[config.mk]
export PLATFORM = sky130hd
export DESIGN_NAME = cfg_loader
export DESIGN_NICKNAME = d
export VERILOG_FILES = /design/src/rtl/cfg_loader_pkg.sv /design/src/rtl/cfg_settle_timer.sv /design/src/rtl/cfg_read_seq.sv /design/src/rtl/cfg_field_store.sv /design/src/rtl/cfg_loader.sv
export SDC_FILE = /design/constraint.sdc
export NUM_CORES = 1
export LEC_CHECK = 0
export BUFFER_PORTS_ARGS = -buffer_cell sky130_fd_sc_hd__buf_2
export CAP_MARGIN = 20
export CORE_UTILIZATION = 32
export DETAILED_ROUTE_END_ITERATION = 8
export HOLD_SLACK_MARGIN = 0.03
export MAX_ROUTING_LAYER = met4
export SYNTH_ARGS = -nofsm -noshare
export SYNTH_HDL_FRONTEND = slang
export SYNTH_HIERARCHICAL = 1
export SYNTH_SLANG_ARGS = --single-unit
[constraint.sdc]
create_clock -name clk_i -period 4.7 [get_ports clk_i]
set_input_delay 0.235 -clock clk_i [delete_from_list [all_inputs] [get_ports clk_i]]
set_output_delay 0.235 -clock clk_i [all_outputs]
set_load 0.03 [all_outputs]
[src/rtl/cfg_loader_pkg.sv]
package cfg_loader_pkg;
  typedef enum logic [1:0] {
    ST_SETTLE = 2'd0,
    ST_ISSUE  = 2'd1,
    ST_WAIT   = 2'd2,
    ST_DONE   = 2'd3
  } ld_state_e;

  localparam int unsigned BYTE_W     = 8;
  localparam int unsigned HDR_READS  = 2;   // speed, ram
  localparam int unsigned RAM_SHIFT  = 7;   // x128
endpackage

[src/rtl/cfg_settle_timer.sv]
module cfg_settle_timer #(
  parameter int unsigned WAIT = 100
) (
  input  logic clk_i,
  input  logic rst_ni,
  input  logic en_i,
  output logic done_o
);
  localparam int unsigned CNT_W = $clog2(WAIT + 1) + 1;

  logic [CNT_W-1:0] cnt_q;

  always_ff @(posedge clk_i or negedge rst_ni) begin
    if (!rst_ni)                          cnt_q <= '0;
    else if (!en_i)                       cnt_q <= '0;
    else if (cnt_q != CNT_W'(WAIT))       cnt_q <= cnt_q + 1'b1;
  end

  assign done_o = en_i && (cnt_q == CNT_W'(WAIT));
endmodule

[src/rtl/cfg_read_seq.sv]
module cfg_read_seq
  import cfg_loader_pkg::*;
#(
  parameter int unsigned AW         = 8,
  parameter int unsigned NUM_READS  = 8,
  parameter logic [AW-1:0] OFF_SPEED = 8'h10,
  parameter logic [AW-1:0] OFF_RAM   = 8'h12,
  parameter logic [AW-1:0] OFF_ADDR  = 8'h20,
  localparam int unsigned IDX_W     = $clog2(NUM_READS)
) (
  input  logic             clk_i,
  input  logic             rst_ni,
  input  logic             settled_i,
  input  logic             rd_done_i,
  output logic             core_rel_o,
  output logic             rd_req_o,
  output logic [AW-1:0]    rd_addr_o,
  output logic             cap_o,
  output logic [IDX_W-1:0] cap_idx_o,
  output logic             valid_o
);
  localparam logic [IDX_W-1:0] LAST_IDX = IDX_W'(NUM_READS - 1);

  ld_state_e        state_q;
  logic [IDX_W-1:0] idx_q;
  logic [AW-1:0]    addr_q;
  logic             rel_q;

  function automatic logic [AW-1:0] slot_offset(input logic [IDX_W-1:0] i);
    if (i == '0)                    return OFF_SPEED;
    else if (i == IDX_W'(1))        return OFF_RAM;
    else                            return OFF_ADDR + AW'(i) - AW'(HDR_READS);
  endfunction

  always_ff @(posedge clk_i or negedge rst_ni) begin
    if (!rst_ni) begin
      state_q <= ST_SETTLE;
      idx_q   <= '0;
      addr_q  <= '0;
      rel_q   <= 1'b0;
    end else begin
      rel_q <= 1'b1;
      unique case (state_q)
        ST_SETTLE: if (settled_i) begin
          state_q <= ST_ISSUE;
          addr_q  <= slot_offset('0);
        end
        ST_ISSUE: state_q <= ST_WAIT;
        ST_WAIT: if (rd_done_i) begin
          if (idx_q == LAST_IDX) begin
            state_q <= ST_DONE;
          end else begin
            idx_q   <= idx_q + 1'b1;
            addr_q  <= slot_offset(idx_q + 1'b1);
            state_q <= ST_ISSUE;
          end
        end
        default: state_q <= ST_DONE;
      endcase
    end
  end

  assign core_rel_o = rel_q;
  assign rd_req_o   = (state_q == ST_ISSUE);
  assign rd_addr_o  = addr_q;
  assign cap_o      = (state_q == ST_WAIT) && rd_done_i;
  assign cap_idx_o  = idx_q;
  assign valid_o    = (state_q == ST_DONE);
endmodule

[src/rtl/cfg_field_store.sv]
module cfg_field_store
  import cfg_loader_pkg::*;
#(
  parameter int unsigned ADDR_BYTES = 6,
  localparam int unsigned NUM_READS = HDR_READS + ADDR_BYTES,
  localparam int unsigned IDX_W     = $clog2(NUM_READS),
  localparam int unsigned RAM_W     = BYTE_W + RAM_SHIFT
) (
  input  logic                       clk_i,
  input  logic                       rst_ni,
  input  logic                       cap_i,
  input  logic [IDX_W-1:0]           idx_i,
  input  logic [BYTE_W-1:0]          data_i,
  output logic                       speed_sel_o,
  output logic [RAM_W-1:0]           ram_kb_o,
  output logic [BYTE_W*ADDR_BYTES-1:0] sta_addr_o
);
  logic              speed_q;
  logic [BYTE_W-1:0] ram_q;

  always_ff @(posedge clk_i or negedge rst_ni) begin
    if (!rst_ni) begin
      speed_q <= 1'b0;
      ram_q   <= '0;
    end else if (cap_i) begin
      if (idx_i == '0)         speed_q <= (data_i != '0);
      if (idx_i == IDX_W'(1))  ram_q   <= data_i;
    end
  end

  for (genvar g = 0; g < ADDR_BYTES; g++) begin : g_octet
    logic [BYTE_W-1:0] oct_q;
    always_ff @(posedge clk_i or negedge rst_ni) begin
      if (!rst_ni)                                        oct_q <= '0;
      else if (cap_i && idx_i == IDX_W'(HDR_READS + g))   oct_q <= data_i;
    end
    // first byte read lands in the top octet
    assign sta_addr_o[BYTE_W*(ADDR_BYTES-1-g) +: BYTE_W] = oct_q;
  end

  assign speed_sel_o = speed_q;
  assign ram_kb_o    = {ram_q, {RAM_SHIFT{1'b0}}};
endmodule

[src/rtl/cfg_loader.sv]
module cfg_loader
  import cfg_loader_pkg::*;
#(
  parameter int unsigned   ENABLE_WAIT = 100,
  parameter int unsigned   AW          = 8,
  parameter int unsigned   ADDR_BYTES  = 6,
  parameter logic [AW-1:0] OFF_SPEED   = 8'h10,
  parameter logic [AW-1:0] OFF_RAM     = 8'h12,
  parameter logic [AW-1:0] OFF_ADDR    = 8'h20,
  localparam int unsigned  NUM_READS   = HDR_READS + ADDR_BYTES,
  localparam int unsigned  IDX_W       = $clog2(NUM_READS),
  localparam int unsigned  RAM_W       = BYTE_W + RAM_SHIFT,
  localparam int unsigned  STA_W       = BYTE_W * ADDR_BYTES
) (
  input  logic              clk_i,
  input  logic              rst_ni,
  output logic              core_rel_o,
  output logic              rd_req_o,
  output logic [AW-1:0]     rd_addr_o,
  input  logic              rd_done_i,
  input  logic [BYTE_W-1:0] rd_data_i,
  output logic              speed_sel_o,
  output logic [RAM_W-1:0]  ram_kb_o,
  output logic [STA_W-1:0]  sta_addr_o,
  output logic              cfg_valid_o
);
  logic             settled;
  logic             cap;
  logic [IDX_W-1:0] cap_idx;

  cfg_settle_timer #(.WAIT(ENABLE_WAIT)) u_timer (
    .clk_i  (clk_i),
    .rst_ni (rst_ni),
    .en_i   (core_rel_o),
    .done_o (settled)
  );

  cfg_read_seq #(
    .AW(AW), .NUM_READS(NUM_READS),
    .OFF_SPEED(OFF_SPEED), .OFF_RAM(OFF_RAM), .OFF_ADDR(OFF_ADDR)
  ) u_seq (
    .clk_i      (clk_i),
    .rst_ni     (rst_ni),
    .settled_i  (settled),
    .rd_done_i  (rd_done_i),
    .core_rel_o (core_rel_o),
    .rd_req_o   (rd_req_o),
    .rd_addr_o  (rd_addr_o),
    .cap_o      (cap),
    .cap_idx_o  (cap_idx),
    .valid_o    (cfg_valid_o)
  );

  cfg_field_store #(.ADDR_BYTES(ADDR_BYTES)) u_store (
    .clk_i       (clk_i),
    .rst_ni      (rst_ni),
    .cap_i       (cap),
    .idx_i       (cap_idx),
    .data_i      (rd_data_i),
    .speed_sel_o (speed_sel_o),
    .ram_kb_o    (ram_kb_o),
    .sta_addr_o  (sta_addr_o)
  );
endmodule

==> results of run 1 <==
registers in the layout (all words and copies together), names as in the netlist:
signal                 cells
u_store/g_octet.oct_q     48
u_seq/state_q              2
u_seq/rd_addr_o            6
u_store/speed_sel_o        1
u_seq/cap_idx_o            3
u_seq/core_rel_o           1
u_store/ram_q              8
u_timer/cnt_q              8
worst register-to-register path, delay by kind of cell (launching register included):
kind / cells / cell delay [ns]
adders and majority gates: 2 / 0.47
DFF: 1 / 0.67
muxes: 1 / 0.38
AOI/OAI and AO/OA: 1 / 0.31
and+or+nand+nor: 1 / 0.09
Yosys cell counts:
master	number	area share, %
nor2_1	2	0.22
nor3_1	3	0.44
mux2_2	61	20
inv_1	8	0.89
o41ai_1	1	0.26
nand3_1	5	0.74
a21o_2	1	0.26
nand3_2	1	0.30
o21ba_2	1	0.30
buf_2	3	0.44
and2_1	1	0.18
nor4_4	1	0.63
a22oi_4	1	0.63
buf_6	1	0.33
conb_1	3	0.33
dfrtp_1	77	57
o31ai_1	1	0.22
nor3_2	1	0.30
nor3_4	1	0.48
xor2_1	1	0.26
a21oi_1	4	0.59
or3_1	2	0.37
nand2b_1	3	0.55
mux2i_1	5	1.5
nor3b_4	3	1.7
nand4_1	1	0.18
and2_2	1	0.22
or3b_4	1	0.33
and3b_2	1	0.30
o21ai_0	4	0.59
and2b_2	2	0.52
or2b_1	1	0.22
nand2b_4	1	0.41
nand4b_1	3	0.78
xnor2_1	3	0.78
ha_1	7	2.6
buf_4	9	2.0
nand2_1	13	1.4
or4_1	1	0.22
nor4_1	2	0.37
final cells by class:
cell class / instances / area, um2 / share of cell area, %
clock inverters: 7 / 63.81 / 1.572
inverters: 8 / 30.03 / 0.7398
repair buffers: 76 / 382.9 / 9.433
clock buffers: 9 / 123.9 / 3.052
multi-input cells: 150 / 1361 / 33.54
well taps: 136 / 170.2 / 4.192
flip-flops and latches: 77 / 1927 / 47.47
final timing paths:
check                                             from                     endpoint  slack, ns  depth (start not counted)
setup / recovery                    u_seq/cap_idx_o[0]           u_seq/rd_addr_o[2]       2.68                          5
hold / removal                                  rst_ni  u_store/g_octet[1].oct_q[1]       0.02                          1
setup reg to reg                    u_seq/cap_idx_o[0]           u_seq/rd_addr_o[2]       2.68                          5
hold reg to reg            u_store/g_octet[1].oct_q[6]  u_store/g_octet[1].oct_q[6]       0.50                          1
max in group asynchronous                       rst_ni           u_seq/rd_addr_o[0]       4.08                          1
min in group clk_i                           rd_done_i             u_seq/state_q[0]       0.20                          3
per-stage QoR:
| stage | std cells | power [W] | setup WS, ns | util (%) |
|---|---|---|---|---|
| after floorplan | 248 | 0.002118 | 2.962 | - |
| after global placement | 447 | 0.002471 | 2.751 | 37.67 |
| after detailed placement | 447 | 0.002500 | 2.695 | 37.67 |
| after CTS | 463 | 0.002990 | 2.671 | 39.49 |
| after global routing | 463 | 0.003136 | 2.567 | 39.49 |
| final | 463 | 0.002957 | 2.676 | 39.49 |
power by group:
| group | total, W | switching, W | leakage [nW] | internal (W) |
|---|---|---|---|---|
| clock | 0.000485 | 0.000281 | 0.0907 | 0.000204 |
| sequential | 0.00113 | 0.000194 | 0.977 | 0.000938 |
| combinational | 0.00134 | 0.000847 | 0.960 | 0.000493 |
| total | 0.00296 | 0.00132 | 2.03 | 0.00164 |
cells in the final DEF (no fill, tap or decap), types with 3 or more instances in the layout:
cell	count
nor3b_4	3
nand4b_1	3
nor3_1	3
nand2_1	13
nand2b_1	3
ha_1	7
a21oi_1	4
buf_2	75
mux2i_1	5
xnor2_1	3
nand3_1	5
dfrtp_1	77
mux2_2	61
conb_1	10
inv_6	3
inv_1	8
o21ai_0	4
clkbuf_8	9
cells by family (layout without fill, tap and decap cells):
family	count (synthesis)	in the layout	share of synthesized area [%]
other	3	10	0.3326
AOI/OAI and AO/OA	13	13	2.846
and+or+nand+nor	50	50	10.87
buffers and inverters	21	100	3.658
xor gates and xnor gates	4	4	1.035
muxes	66	66	21.77
DFF	77	77	56.91
adders and majority gates	7	7	2.587
per-layer routing:
layer,part of all wire [%],wire [um]
met5,0,0
met4,1.7,117
met3,4.9,333
met2,46,3087
met1,47,3198
==> metrics.txt, run 1 <==
Slew @ Worst Pin=0.9374 ns; Post-CTS Resized=0; global route overflow=0; Die Y-Extent=104.9 um; later-pin clock latency in the skew report=0.36 ns; ANT cells=0; vias in the first global route=2101; Worst EP arrival=2.27 ns; VDD IR max=0.0002683 V; CP endpoint kind=flip-flop; CORE AREA=0.01028 mm2; M1 GR Usage=17.69%; total negative setup slack=0 ns; Final Slew Violations=0; worst setup path class=flip-flop to flip-flop; max frequency=494.1 MHz; share of cells above drive strength 1=51.68%; mean post-synth cell area=14.05 um2; CP required=4.94 ns; worst-path maximum fanout=13; placed instance area=0.003871 mm2; # setup viols final=0; Seq/Total Area, Yosys=56.91%; DRT Pass-1 Iters=4; clock tree sinks=77; M3 GR Usage=3.493%; hpwl dp=4715 um; antenna-violating nets left=0; run status=complete, no violations; fillers=1024; fin crit period=2.024 ns; yosys synthesis warning count=6; initial DRC count=61; Fin. Hold Viols=0; Power per Cell Area=728.6 mW/mm2; RSZ-0062 raised after global routing=false; pin count of the biggest net entering global routing=78; PortBufs=76; Slew Limit Headroom=37.50%; Total Wirelength=6737 um; gr busiest metal=met2; drt wl/cell=14.55 um; Clock Path Buffers=2; Pleak=2.028 nW; first-pass GRT wire length=11100 um; #FFs+latches synth=77; Netlist Area Pre-Place=0.003386 mm2; DR vias=2110; die area=0.01100 mm2; Die Wd=104.9 um; CP Launch Type=flip-flop; met2 usage=20.20%; Hold Buf Count CTS=0; P&R area growth vs syn=19.88%; clk slew on worst S/H paths=0.09 ns; gp weighted congestion=0.7341; CTS root buf=clkbuf_8; hold slack=0.01978 ns; CTS tree=built; number of cell rows=37; postcts setup bufs=0; Post-layout nets=340; I/O pin cnt=86; Final Skew=0.01293 ns; max_cap viols=0; slowest CP cell=dfrtp_1; Max stage delay on crit path=0.67 ns; total track usage=13.71%; Cells after Synth=241; H-tree Lvls=3; post-route clock period utilization=43.06%; Vias/cell=4.557; most frequent CP cell=ha_1; Initial Util=32.94%; critical-path cell list=ha_1 > ha_1 > nor3b_4 > a22oi_4 > mux2_2; design area=0.004059 mm2; initial antenna violation count=0; # DRC=0; WP buf/inv=0; CP top delay family=flip-flops; HP Class=input port to asynchronous set/reset pin; Distinct cells, synth=40; CTS Buf Count=9
Note: power is estimated with default switching activity, not from simulation.
==> run 2: changes to the inputs <==
==> constraint.sdc (replaced) <==
create_clock -name clk_i -period 1.75 [get_ports clk_i]
set_input_delay 0.0875 -clock clk_i [delete_from_list [all_inputs] [get_ports clk_i]]
set_output_delay 0.0875 -clock clk_i [all_outputs]
set_load 0.03 [all_outputs]
==> metrics.txt, run 2 (synthesis results as in run 1) <==
Clock Path Buffers=2 (unchanged); CP required=1.98 ns (-2.96 ns); P&R area growth vs syn=27.79%; global route overflow=0 (unchanged); Hold Startpoint=rd_done_i; switch share=42.73% (-2.0 points); share of cells above drive strength 1=55.87% (+4.2 points); initial DRC count=59 (-3.3%); initial antenna violation count=0 (unchanged); CP Launch Type=flip-flop; Setup crit start=u_seq/cap_idx_o[0]; CTS tree=built; worst-path maximum fanout=12 (-1); CTS root buf=clkbuf_8; clk slew on worst S/H paths=0.08 ns (about the same); Most flops, register=u_store/g_octet.oct_q; worst reg2reg startpoint=u_seq/cap_idx_o[0]; pin count of the biggest net entering global routing=50 (-36%); later-pin clock latency in the skew report=0.34 ns (-0.02 ns); Die Wd=104.9 um (unchanged); Clock power frac=15.7% (-0.7 points); DRT Pass-1 Iters=5 (+1); internal power=0.004724 W (+190%); max frequency=583.4 MHz (+18%); commonest non-fill, non-tap cells in the layout=77 x dfrtp_1, 75 x buf_2, 57 x mux2_2; Reg area=0.001927 mm2 (unchanged); DR vias=2209 (+4.7%); Final Total Pwr=0.008249 W (+180%); Worst EP arrival=1.94 ns (-0.33 ns); total track usage=13.56% (-0.15 points); drt wl/cell=14.29 um (-1.8%); # DRC=0 (unchanged); switching power=0.003525 W (+170%); commonest non-fill, non-tap cell in the layout=dfrtp_1; fin crit period=1.714 ns (-0.3098 ns); worst setup path class=flip-flop to flip-flop; first-pass GRT wire length=11120 um (+0.24%); run status=complete, no violations; Post-layout nets=362 (+6.5%); ANT cells=0 (unchanged); Slew Limit Headroom=56.61% (+19 points); vias in the first global route=2128 (+1.3%); Hold Crit Depth=3; CTS Buf Count=9 (unchanged); Multi-input gate area=0.001400 mm2 (+2.8%); antenna-violating nets left=0 (unchanged); max_cap viols=0 (unchanged); Total Wirelength=6930 um (+2.9%); die area=0.01100 mm2 (unchanged); combinational share of power=49.0% (+3.7 points); R2R cell count=6 (+1); PortBufs=76 (unchanged); I/O pin cnt=86 (unchanged); design area=0.004327 mm2 (+6.6%); Final Skew=0.009008 ns (-0.003927 ns); Fin. Hold Viols=0 (unchanged); number of flip-flops in the largest register=48 (unchanged); Vias/cell=4.555 (about the same); share of power burned in registers=35.3% (-3.0 points); CP endpoint kind=flip-flop; Slew @ Worst Pin=0.6508 ns (-0.2866 ns); gp weighted congestion=0.7444 (+1.4%); post-route clock period utilization=97.96% (+55 points); H-tree Lvls=3 (unchanged); # setup viols final=0 (unchanged); Pleak=2.165 nW (+6.8%); hpwl dp=4835 um (+2.5%); Die Y-Extent=104.9 um (unchanged); Regs by FF count=u_store/g_octet.oct_q x48, u_store/ram_q x8, u_timer/cnt_q x8; hold slack=0.09011 ns (+0.07033 ns); clock tree sinks=77 (unchanged); total negative setup slack=0 ns (unchanged); HP Class=input port to flip-flop; Initial Util=32.94% (unchanged); Power per Cell Area=1907 mW/mm2 (+160%); placed instance area=0.004049 mm2 (+4.6%); Final Slew Violations=0 (unchanged); CORE AREA=0.01028 mm2 (unchanged); fillers=999 (-2.4%); Final Util=42.10% (+2.6 points); VDD IR max=0.0007692 V (+190%); number of cell rows=37 (unchanged)
run 2: path summary, 6_finish.rpt:
path / slack, ns / end
max in group asynchronous: 0.84 / u_store/g_octet[2].oct_q[0]
setup reg to reg: 0.04 / u_seq/rd_addr_o[5]
min in group asynchronous: 0.32 / u_store/g_octet[3].oct_q[7]
hold / removal: 0.09 / u_seq/state_q[0]
setup / recovery: 0.04 / u_seq/rd_addr_o[5]
hold reg to reg: 0.50 / u_store/g_octet[5].oct_q[1]
run 2: repair_timing:
action / CTS / global route
endpoints found under the setup margin: 4 / 11
hold buffers: 1 / 0
gates cloned: 0 / 0
setup buffers: 0 / 4
hold endpoints to repair: 48 / 0
pin swaps: 1 / 4
gates resized for setup: 0 / 13
run 2: per-stage QoR:
stage	setup WS, ns	cells
5_1_grt	-0.05027	485
2_1_floorplan	0.01240	248
4_1_cts	0.004821	481
6_report	0.03577	485
3_5_place_dp	-0.02084	464
3_3_place_gp	0.02843	464
run 2: area by class of cell:
type                            instances  area share [%]
Inverter                                8          0.6940
Tap cell                              136           3.933
Timing Repair Buffer                   98           14.05
Sequential cell                        77           44.53
Clock buffer                           10           2.950
Multi-Input combinational cell        150           32.36
Clock inverter                          6           1.475
run 2: worst max-delay path, stage by stage (launching register included):
cell     delay, ns
dfrtp_1       0.39
buf_6         0.16
ha_1          0.22
xnor2_1       0.22
ha_1          0.27
nor3_4        0.07
mux2_4        0.27
run 2: per-layer routing:
layer	routed length [um]	vias up	track usage [%]
met1	3232	1103	17.62
met5	0	-	-
li1	-	1033	-
met4	85	0	5.131
met2	3306	64	20.53
met3	305	9	3.244
run 2: power groups by stage:
stage               clock, W  sequential (W)  combinational [W]
floorplan                  0         0.00433            0.00136
global placement           0         0.00291            0.00386
detailed placement         0         0.00295            0.00391
CTS                  0.00135         0.00291            0.00392
global route         0.00144         0.00301            0.00429
finish               0.00130         0.00291            0.00404
==> run 3: changes to the inputs <==
--- a/config.mk
+++ b/config.mk
@@ -11,6 +11,7 @@
 export DETAILED_ROUTE_END_ITERATION = 8
 export HOLD_SLACK_MARGIN = 0.03
 export MAX_ROUTING_LAYER = met4
+export PLACE_DENSITY = 0.61
 export SYNTH_ARGS = -nofsm -noshare
 export SYNTH_HDL_FRONTEND = slang
 export SYNTH_HIERARCHICAL = 1
==> metrics.txt, run 3 (synthesis results as in run 1) <==
CP endpoint kind=flip-flop; Max stage delay on crit path=0.45 ns (+0.06 ns); initial DRC count=47 (-20%); fin crit period=1.689 ns (-0.02486 ns); Regs by FF count=u_store/g_octet.oct_q x48, u_store/ram_q x8, u_timer/cnt_q x8; clock tree sinks=77 (unchanged); ANT cells=0 (unchanged); Post-layout nets=363 (+0.28%); number of cell rows=37 (unchanged); Most flops, register=u_store/g_octet.oct_q; placed instance area=0.004071 mm2 (+0.56%); H-tree Lvls=3 (unchanged); run status=complete, no violations; slowest CP cell=or3b_4; Clock Path Buffers=2 (unchanged); share of power burned in registers=34.5% (-0.8 points); worst setup path class=flip-flop to flip-flop; initial antenna violation count=0 (unchanged); most frequent CP cell=ha_1; reg-to-reg slack, setup=0.06 ns (+0.02 ns); CTS Buf Count=9 (unchanged); VDD IR max=0.0007484 V (-2.7%); Total Wirelength=7166 um (+3.4%); number of flip-flops in the largest register=48 (unchanged); # setup viols final=0 (unchanged); share of cells above drive strength 1=55.14% (-0.73 points); Final WS setup=0.06063 ns (+0.02486 ns); post-route clock period utilization=96.54% (-1.4 points); switching power=0.003568 W (+1.2%); max_cap viols=0 (unchanged); die area=0.01100 mm2 (unchanged); Die Y-Extent=104.9 um (unchanged); switch share=42.41% (-0.31 points); Fin. Hold Viols=0 (unchanged); worst-path maximum fanout=4 (-8); pin count of the biggest net entering global routing=36 (-28%); CP Launch Type=flip-flop; fillers=1004 (+0.50%); Vias/cell=4.601 (+1.0%); drt wl/cell=14.74 um (+3.2%); clk slew on worst S/H paths=0.08 ns (about the same); Clock power frac=17.9% (+2.2 points); DRT Pass-1 Iters=4 (-1); # DRC=0 (unchanged); design area=0.004345 mm2 (+0.43%); critical-path cell list=ha_1 > ha_1 > or3b_4 > nor3_2 > mux2_2; hpwl dp=4944 um (+2.3%); Pleak=2.173 nW (+0.40%); P&R area growth vs syn=28.34%; Worst EP arrival=1.98 ns (+0.04 ns); max frequency=591.9 MHz (+1.5%); total track usage=14.11% (+0.55 points); Die Wd=104.9 um (unchanged); Power per Cell Area=1936 mW/mm2 (+1.5%); gp weighted congestion=0.7724 (+3.8%); Final Slew Violations=0 (unchanged); commonest non-fill, non-tap cells in the layout=77 x dfrtp_1, 75 x buf_2, 60 x mux2_2; commonest non-fill, non-tap cell in the layout=dfrtp_1; Final Total Pwr=0.008411 W (+2.0%); HP Class=input port to flip-flop; Initial Util=32.94% (unchanged); internal power=0.004844 W (+2.5%); CORE AREA=0.01028 mm2 (unchanged); antenna-violating nets left=0 (unchanged); combinational share of power=47.6% (-1.4 points); I/O pin cnt=86 (unchanged); Final Util=42.28% (+0.18 points); global route overflow=0 (unchanged); Final Skew=0.006352 ns (-0.002656 ns); PortBufs=76 (unchanged); later-pin clock latency in the skew report=0.35 ns (about the same); DR vias=2236 (+1.2%); setup slack after placement=0.02211 ns (+0.04295 ns); CP required=2.04 ns (+0.06 ns); CTS root buf=clkbuf_8; first-pass GRT wire length=11590 um (+4.2%); vias in the first global route=2213 (+4.0%); CTS tree=built
==> run 3: cell count changes in the layout (fill, tap and decap cells not counted), moves of 2 or more <==
cell      change
ha_2          -2
mux2_2        +3
ha_1          +2
mux2_4        -3
clkinv_2      -2
buf_4         +2
==> run 3: power groups by stage <==
stage          registers, W  clock network, W  logic [W]
3_3_place_gp        0.00292                 0    0.00387
5_1_grt             0.00300           0.00164    0.00426
4_1_cts             0.00291           0.00157    0.00393
3_5_place_dp        0.00295                 0    0.00392
6_report            0.00290           0.00150    0.00401
2_1_floorplan       0.00433                 0    0.00136
==> run 3: layout make-up <==
type	instances	area, um2	area share, %
inverter	8	30.03	0.6910
clock buffer	10	127.6	2.937
multi-input combinational	150	1384	31.85
sequential	77	1927	44.34
clock inverter	6	95.09	2.188
tap	136	170.2	3.916
timing repair buffer	99	611.8	14.08
==> run 3: worst paths after layout <==
check,from,endpoint,cells after the start
worst max register to register,u_seq/cap_idx_o[0],u_seq/rd_addr_o[2],5
worst min-delay path,rd_data_i[7],u_store/g_octet[4].oct_q[7],2
min in group asynchronous,rst_ni,u_store/g_octet[3].oct_q[7],2
worst min register to register,u_store/g_octet[2].oct_q[6],u_store/g_octet[2].oct_q[6],1
worst max-delay path,u_seq/cap_idx_o[0],u_seq/rd_addr_o[2],5
max in group asynchronous,rst_ni,u_store/g_octet[5].oct_q[3],3
==> run 3: critical path, delay by kind of cell, from the launching register on <==
| kind | cells | cell delay [ns] |
|---|---|---|
| simple gates | 2 | 0.63 |
| mux | 1 | 0.17 |
| flops | 1 | 0.40 |
| fa+ha+maj | 2 | 0.44 |
==> run 3: timing repair <==
action                                 4_1_cts  5_1_grt
hold buffers                                 1        0
setup buffers                                0        2
resized for setup                            0        6
setup endpoints to repair                    0        5
endpoints found under the hold margin       33        0
==> run 3: metrics by stage <==
stage | setup TNS (ns) | std cells | hold slack [ns]
3_5_place_dp | 0 | 467 | 0.08507
2_1_floorplan | 0 | 248 | -0.2081
4_1_cts | 0 | 484 | 0.05568
5_1_grt | -0.002086 | 486 | 0.05673
6_report | 0 | 486 | 0.08249
3_3_place_gp | 0 | 467 | 0.07856
==> run 3: metal layers <==
metal | track usage, % | wire (um)
met4 | 4.225 | 49
met2 | 21.81 | 3400
met1 | 18.04 | 3362
met3 | 3.930 | 354
met5 | - | 0
